File: src/rtl/aru_pkg.sv
package aru_pkg;
  // Steering codes for the adder's second operand.
  typedef enum logic [1:0] {
    YSEL_PLAIN  = 2'b00,
    YSEL_INVERT = 2'b01,
    YSEL_ZEROS  = 2'b10,
    YSEL_ONES   = 2'b11
  } ysel_e;
endpackage

File: src/rtl/aru_operand_steer.sv
module aru_operand_steer
  import aru_pkg::*;
#(
  parameter int W = 4
) (
  input  logic [1:0]   sel,
  input  logic [W-1:0] b_in,
  output logic [W-1:0] y_out
);
  ysel_e code;

  always_comb begin
    code = ysel_e'(sel);
    unique case (code)
      YSEL_PLAIN:  y_out = b_in;
      YSEL_INVERT: y_out = ~b_in;
      YSEL_ZEROS:  y_out = '0;
      YSEL_ONES:   y_out = '1;
      default:     y_out = b_in;
    endcase
  end
endmodule

File: src/rtl/aru_fa_cell.sv
module aru_fa_cell (
  input  logic x,
  input  logic y,
  input  logic ci,
  output logic s,
  output logic co
);
  logic p;

  always_comb begin
    p  = x ^ y;
    s  = p ^ ci;
    co = (x & y) | (p & ci);
  end
endmodule

File: src/rtl/aru_ripple_adder.sv
module aru_ripple_adder #(
  parameter int W = 4
) (
  input  logic [W-1:0] x,
  input  logic [W-1:0] y,
  input  logic         ci,
  output logic [W-1:0] s,
  output logic         co
);
  localparam int TOP = W - 1;

  for (genvar i = 0; i < W; i++) begin : g_stage
    logic c_here;
    logic c_next;
    if (i == 0) begin : g_first
      assign c_here = ci;
    end else begin : g_rest
      assign c_here = g_stage[i-1].c_next;
    end
    aru_fa_cell u_cell (
      .x  (x[i]),
      .y  (y[i]),
      .ci (c_here),
      .s  (s[i]),
      .co (c_next)
    );
  end

  assign co = g_stage[TOP].c_next;
endmodule

File: src/rtl/arith_microop_unit.sv
module arith_microop_unit #(
  parameter int W = 4
) (
  input  logic [W-1:0] a,
  input  logic [W-1:0] b,
  input  logic [1:0]   sel,
  input  logic         cin,
  output logic [W-1:0] d,
  output logic         cout
);
  localparam logic [W-1:0] ALL_ONES = {W{1'b1}};
  localparam logic [W-1:0] ALL_ZERO = {W{1'b0}};

  logic [W-1:0] y_steered;

  aru_operand_steer #(.W(W)) u_steer (
    .sel   (sel),
    .b_in  (b),
    .y_out (y_steered)
  );

  aru_ripple_adder #(.W(W)) u_adder (
    .x  (a),
    .y  (y_steered),
    .ci (cin),
    .s  (d),
    .co (cout)
  );

  always_comb begin

    xfer_zero_chk: assert (!(sel == 2'b10 && !cin) || (d == a && !cout));

    xfer_ones_chk: assert (!(sel == 2'b11 && cin) || (d == a && cout));

    inc_wrap_chk: assert (!(sel == 2'b10 && cin) || (cout == (a == ALL_ONES)));

    dec_wrap_chk: assert (!(sel == 2'b11 && !cin) || (cout == (a != ALL_ZERO)));

    no_borrow_chk: assert (!(sel == 2'b01 && cin) || (cout == (a >= b)));

    borrow_sub_chk: assert (!(sel == 2'b01 && !cin) || (cout == (a > b)));
  end
endmodule

File: config.mk
export PLATFORM = sky130hd
export DESIGN_NAME = arith_microop_unit
export DESIGN_NICKNAME = d
export VERILOG_FILES = /design/src/rtl/aru_pkg.sv /design/src/rtl/aru_operand_steer.sv /design/src/rtl/aru_fa_cell.sv /design/src/rtl/aru_ripple_adder.sv /design/src/rtl/arith_microop_unit.sv
export SDC_FILE = /design/constraint.sdc
export NUM_CORES = 1
export LEC_CHECK = 0
export BUFFER_PORTS_ARGS = -buffer_cell sky130_fd_sc_hd__buf_2
export CAP_MARGIN = 20
export CORE_AREA = 2 2 39 41
export DETAILED_ROUTE_END_ITERATION = 7
export DIE_AREA = 0 0 41 43
export REMOVE_ABC_BUFFERS = 1
export SYNTH_ARGS = -nofsm -noshare
export SYNTH_HDL_FRONTEND = slang
export SYNTH_HIERARCHICAL = 1
export SYNTH_SLANG_ARGS = --single-unit
export TNS_END_PERCENT = 10
File: constraint.sdc
create_clock -name vclk -period 2.7
set_clock_uncertainty 0.1 [all_clocks]
set_input_delay 0.135 -clock vclk [all_inputs]
set_output_delay 0.135 -clock vclk [all_outputs]
set_load 0.05 [all_outputs]
==> results of run 1 <==
-- layer usage --
metal	wire (microns)	share of wire [%]	global-route usage, %
met4	0	0	0
met1	85	25	3.55
met2	193	57	6.88
met5	0	0	0
met3	59	17	1.05
-- power by group through the flow --
stage / clock (uW) / sequential [uW] / combinational (uW)
after global routing: 0 / 0 / 134
after floorplan: 0 / 0 / 102
after global placement: 0 / 0 / 117
after CTS: 0 / 0 / 121
final: 0 / 0 / 124
after detailed placement: 0 / 0 / 118
-- cell usage in the layout, fill, tap and decap left out --
cell type  count
buf_6          1
nand2b_1       4
fa_2           1
buf_2         15
xnor2_1        4
fa_1           3
-- final cells by class --
type | instances | area (sq um)
fill | 158 | 1130
multi-input combinational | 12 | 143
tap | 16 | 20.0
timing repair buffer | 16 | 86.3
-- worst max-delay path, stage by stage --
cell      delay, ns
buf_2          0.11
nand2b_1       0.14
xnor2_1        0.15
fa_1           0.44
fa_1           0.39
fa_2           0.35
fa_1           0.50
buf_6          0.16
-- timing repair --
action | CTS | global route
gates resized for setup | 1 | 2
setup endpoints to repair | 1 | 1
hold buffers | 0 | 0
-- worst paths after layout --
kind | to | slack (ns) | cells past startpoint
setup / recovery | d[3] | 0.08 | 8
hold / removal | d[3] | 0.59 | 3
-- kinds of logic (layout without fill, tap and decap cells) --
family / after synthesis / count (layout) / synth area share, %
fa+ha+maj: 4 / 4 / 55.2
xor+xnor: 4 / 4 / 24.1
simple gates: 4 / 4 / 17.2
buf+inv: 1 / 16 / 3.44
-- stage by stage --
stage	setup slack, ns	power, uW	TNS, ns
2_1_floorplan	0.0627	102	0
3_3_place_gp	-0.0399	117	-0.0399
3_5_place_dp	-0.0514	118	-0.0514
4_1_cts	0.00532	121	0
5_1_grt	0.0180	134	0
6_report	0.0822	124	0
-- Yosys cell counts --
library cell / number / area share [%]
buf_2: 1 / 3.4
fa_1: 4 / 55
nand2b_1: 4 / 17
xnor2_1: 4 / 24
==> impl_metrics.ini, run 1 <==
[cells_and_area]
final_nets = 45
final_util_pct = 18.0
diodes = 0
drive_gt1_share_pct = 60.7
clkbuf_count = 0
areaGrowthSynthToFinish_pct = 71.6
area.sequential_sq_um = 0
final_cells = 44
flops_and_latches = 0
stdcell_area_sq_um = 249

[run_status]
status = completed

[die]
die-area_sq_um = 1760
die_h_microns = 43
die_w_microns = 41
start_util_pct = 10.5
num_rows = 14
io_pins = 16
coreArea_sq_um = 1380

[grt]
overflow = 0
grt_usage_pct = 3.52
grt_pass1_vias = 126
grt_max_degree = 5
grt_pass1_wl_microns = 469
antenna_found_initial = 0

[placement]
dp_cells = 44
dpl_cell_area_sq_um = 240
port_buffers = 16
place_congestion = 0.539

[critical_path]
crit_required_ns = 2.47
path_class = primary input to primary output
critPathArrivalTime_ns = 2.38
crit_path_start = sel[1]
path_max_fanout = 4
endpoint_kind = primary output
start_kind = primary input

[sta]
finalCritPeriodShare_pct = 97.0
hold_ws_ns = 0.586
slew_violations = 0
worstMarginPinSlew_ns = 0.253
slew_headroom_pct = 83.2
min_period_ns = 2.62
setup_viol = 0
hold_viol = 0
rsz0062_at_grt = no
max_freq_mhz = 382

[hold_path]
hold_start = a[3]
min_path_type = primary input to primary output

[route]
drtIter0Drc = 0
via_per_inst = 3.27
drc_errors = 0
ant_nets = 0
dr_total_vias = 144
routed_wl_microns = 338
wl_per_cell_microns = 7.68
first_pass_iters = 1

[power]
pwr-share-seq_pct = 0
powerDensity_nw_per_um2 = 498
p_int_uw = 36.5
switching_share_pct = 70.5
p_sw_uw = 87.5
combinationalPowerShare_pct = 100.0
power_frac_clock_pct = 0
p_leak_uw = 0.000112
ir_drop_mv = 0.0762

[clock_tree]
post_cts_buffers = 0

[logic_synthesis]
syn_inst = 13
yosys_warnings = 6
mappedNetlistArea_sq_um = 145
synth_seq_area_share_pct = 0
syn_avg_cell_area_sq_um = 11.2
ys_types = 4

[run]
maxCapViolCount = 0
(Power assumes the default switching activity.)
==> run 2, diff against run 1 <==
- REMOVE_ABC_BUFFERS: 1 -> default
==> impl_metrics.ini, run 2 (synthesis gave the netlist of run 1 again) <==
[cells_and_area]
final_cell_mix = buf_2 (15), nand2b_1 (4), xnor2_1 (4)
clkbuf_count = 0
final_util_pct = 18.7
flops_and_latches = 0
area.sequential_sq_um = 0
diodes = 0
layout_commonest_cell = buf_2
areaGrowthSynthToFinish_pct = 78.4
drive_gt1_share_pct = 65.5
final_nets = 46

[route]
routed_wl_microns = 334
met2_length_microns = 142
via_per_inst = 3.09
ant_nets = 0
first_pass_iters = 1
drc_errors = 0
dr_total_vias = 139
dr_wl_met3_microns = 55
top_layer = met3
drtIter0Drc = 0
wl_per_cell_microns = 7.42
met1Wirelength_microns = 136

[sta]
rsz0062_at_grt = no
max_freq_mhz = 390
setup_viol = 0
worstMarginPinSlew_ns = 0.237
slew_headroom_pct = 84.1
finalCritPeriodShare_pct = 95.1
setup_ws_ns = 0.133
min_period_ns = 2.57
slew_violations = 0
hold_viol = 0

[critical_path]
endpoint_kind = primary output
setup.worst_path.end = d[3]
crit_path_start = sel[1]
critPathArrivalTime_ns = 2.33
path_max_fanout = 4
path_class = primary input to primary output
crit_required_ns = 2.47
start_kind = primary input

[placement]
port_buffers = 16
dp_slack_ns = -0.0632
hpwlAfterDp_microns = 333
place_congestion = 0.587

[power]
p_leak_uw = 0.000116
powerDensity_nw_per_um2 = 483
ir_drop_mv = 0.176

[clock_tree]
post_cts_buffers = 0

[grt]
grt_pass1_wl_microns = 503
overflow = 0
antenna_found_initial = 0
grt_pass1_vias = 145
grt_max_degree = 5
grt_usage_pct = 3.81

[die]
die_h_microns = 43
start_util_pct = 10.5
die_w_microns = 41
num_rows = 14
die-area_sq_um = 1760
io_pins = 16
coreArea_sq_um = 1380

[logic_synthesis]
syn-num-nets = 28

[hold_path]
holdPathStages = 3
min_path_type = primary input to primary output

[run]
maxCapViolCount = 0

[run_status]
status = completed
[run 2: worst min path at each step]
| stage | to | startpoint | slack (ns) |
|---|---|---|---|
| 6_report | d[3] | a[3] | 0.59 |
| 5_1_grt | d[3] | a[3] | 0.61 |
| 4_1_cts | d[3] | a[3] | 0.59 |
| 3_5_place_dp | d[1] | a[1] | 0.66 |
| 3_3_place_gp | d[0] | cin | 0.65 |
| 2_1_floorplan | d[0] | cin | 0.62 |
[run 2: power breakdown]
group	switching [uW]	total, uW	internal (uW)
clock	0	0	0
sequential	0	0	0
combinational	87.7	125	37.4
[run 2: metrics by stage]
step | TNS [ns] | instance area [sq um] | hold slack (ns) | cells | power (uW)
after floorplan | 0 | 145 | 0.625 | 13 | 104
after global placement | -0.0385 | 248 | 0.646 | 45 | 118
after detailed placement | -0.0632 | 248 | 0.657 | 45 | 119
after CTS | 0 | 254 | 0.589 | 45 | 126
after global routing | 0 | 259 | 0.612 | 45 | 137
final | 0 | 259 | 0.586 | 45 | 125
[run 2: worst max-delay path, stage by stage]
cell	delay, ns
buf_2	0.12
nand2b_1	0.15
xnor2_1	0.15
fa_2	0.39
fa_2	0.34
fa_1	0.38
fa_1	0.50
buf_6	0.16
[run 2: layer usage]
metal / global-route usage, % / vias to the layer above
met4: 0 / 0
li1: - / 70
met1: 5.43 / 56
met5: 0 / -
met2: 6.25 / 13
met3: 0.524 / 0
[run 2: cell type report]
class | count | area [sq um]
repair buffers | 17 | 93.8
well taps | 16 | 20.0
fillers | 155 | 1120
multi-input cells | 12 | 145
[run 2: timing repair]
| action | 4_1_cts | 5_1_grt |
|---|---|---|
| setup endpoints to repair | 1 | 2 |
| resized for setup | 2 | 2 |
| hold buffers | 0 | 0 |
==> run 3, diff against run 2 <==
- BUFFER_PORTS_ARGS: -buffer_cell sky130_fd_sc_hd__buf_2 -> -buffer_cell sky130_fd_sc_hd__buf_4
- GPL_ROUTABILITY_DRIVEN: default -> 0
==> impl_metrics.ini, run 3 (synthesis gave the netlist of run 1 again) <==
[cells_and_area]
diodes = 0
final_nets = 45
layout_commonest_cell = buf_4
drive_gt1_share_pct = 64.3
flops_and_latches = 0
areaGrowthSynthToFinish_pct = 99.1
final_cells = 44
final_cell_mix = buf_4 (15), nand2b_1 (4), xnor2_1 (4)
area.sequential_sq_um = 0
final_util_pct = 20.9
clkbuf_count = 0

[die]
die-area_sq_um = 1760
num_rows = 14
die_w_microns = 41
coreArea_sq_um = 1380
io_pins = 16
die_h_microns = 43
start_util_pct = 10.5

[grt]
grt_usage_pct = 3.91
overflow = 0
grt_pass1_vias = 159
grt_pass1_wl_microns = 524
grt_max_degree = 5
antenna_found_initial = 0

[critical_path]
critPathArrivalTime_ns = 2.34
start_kind = primary input
endpoint_kind = primary output
slowest_delay_ns = 0.51
crit_buf_inv = 2
crit_required_ns = 2.47
slowest_stage = fa_1
path_max_fanout = 4
path_class = primary input to primary output
path_cells = buf_4, nand2b_1, xnor2_1, fa_1, fa_2, fa_2, fa_1, buf_6
cpLargestDelayFamily = adder cells

[sta]
tns_ns = 0
worstMarginPinSlew_ns = 0.223
rsz0062_at_grt = no
finalCritPeriodShare_pct = 95.5
setup_viol = 0
min_period_ns = 2.58
hold_ws_ns = 0.586
slew_violations = 0
hold_viol = 0
slew_headroom_pct = 85.0
max_freq_mhz = 388

[run]
maxCapViolCount = 0

[clock_tree]
post_cts_resized = 1
post_cts_buffers = 0
hold_buffers = 0

[route]
ant_nets = 0
via_per_inst = 3.11
drtIter0Drc = 0
wl_per_cell_microns = 7.50
drc_errors = 0
first_pass_iters = 1
dr_total_vias = 137
routed_wl_microns = 330

[power]
p_leak_uw = 0.000124
p_int_uw = 50.1
combinationalPowerShare_pct = 100.0
powerDensity_nw_per_um2 = 478
ir_drop_mv = 0.123
power_frac_clock_pct = 0
p_sw_uw = 88.1
pwr-share-seq_pct = 0
switching_share_pct = 63.8
post-layout-total-power_uw = 138

[hold_path]
min_path_type = primary input to primary output

[placement]
dp_cells = 44
port_buffers = 16

[run_status]
status = completed

[logic_synthesis]
syn-num-nets = 28
-- run 3: final timing paths --
path                   start   end  cells past startpoint
worst max-delay path  sel[1]  d[3]                      8
worst min-delay path    a[3]  d[3]                      3
-- run 3: tightest hold or removal path, cell delays in order --
cell	delay [ns]
buf_4	0.08
fa_1	0.17
buf_6	0.16
-- run 3: per-stage QoR --
| stage | area, sq um | setup slack, ns |
|---|---|---|
| after global placement | 280 | 0.00557 |
| after detailed placement | 280 | -0.00837 |
| after global routing | 289 | 0.0219 |
| final | 289 | 0.123 |
| after CTS | 284 | 0.00746 |
| after floorplan | 145 | 0.0572 |
-- run 3: power groups by stage --
stage	Clock [uW]	Sequential (uW)	Combinational [uW]
after floorplan	0	0	104
after global routing	0	0	149
final	0	0	138
after detailed placement	0	0	135
after global placement	0	0	135
after CTS	0	0	140
-- run 3: cell type report --
class | instances | area, sq um
well taps | 16 | 20.0
fillers | 154 | 1090
repair buffers | 16 | 124
multi-input cells | 12 | 145
-- run 3: layer usage --
metal  vias up  global-route usage [%]  wire (microns)
met5         -                       0               0
met4         0                       0               0
met3         0                       0              76
met2        13                    7.19             137
met1        56                    5.13             116
li1         68                       -               -
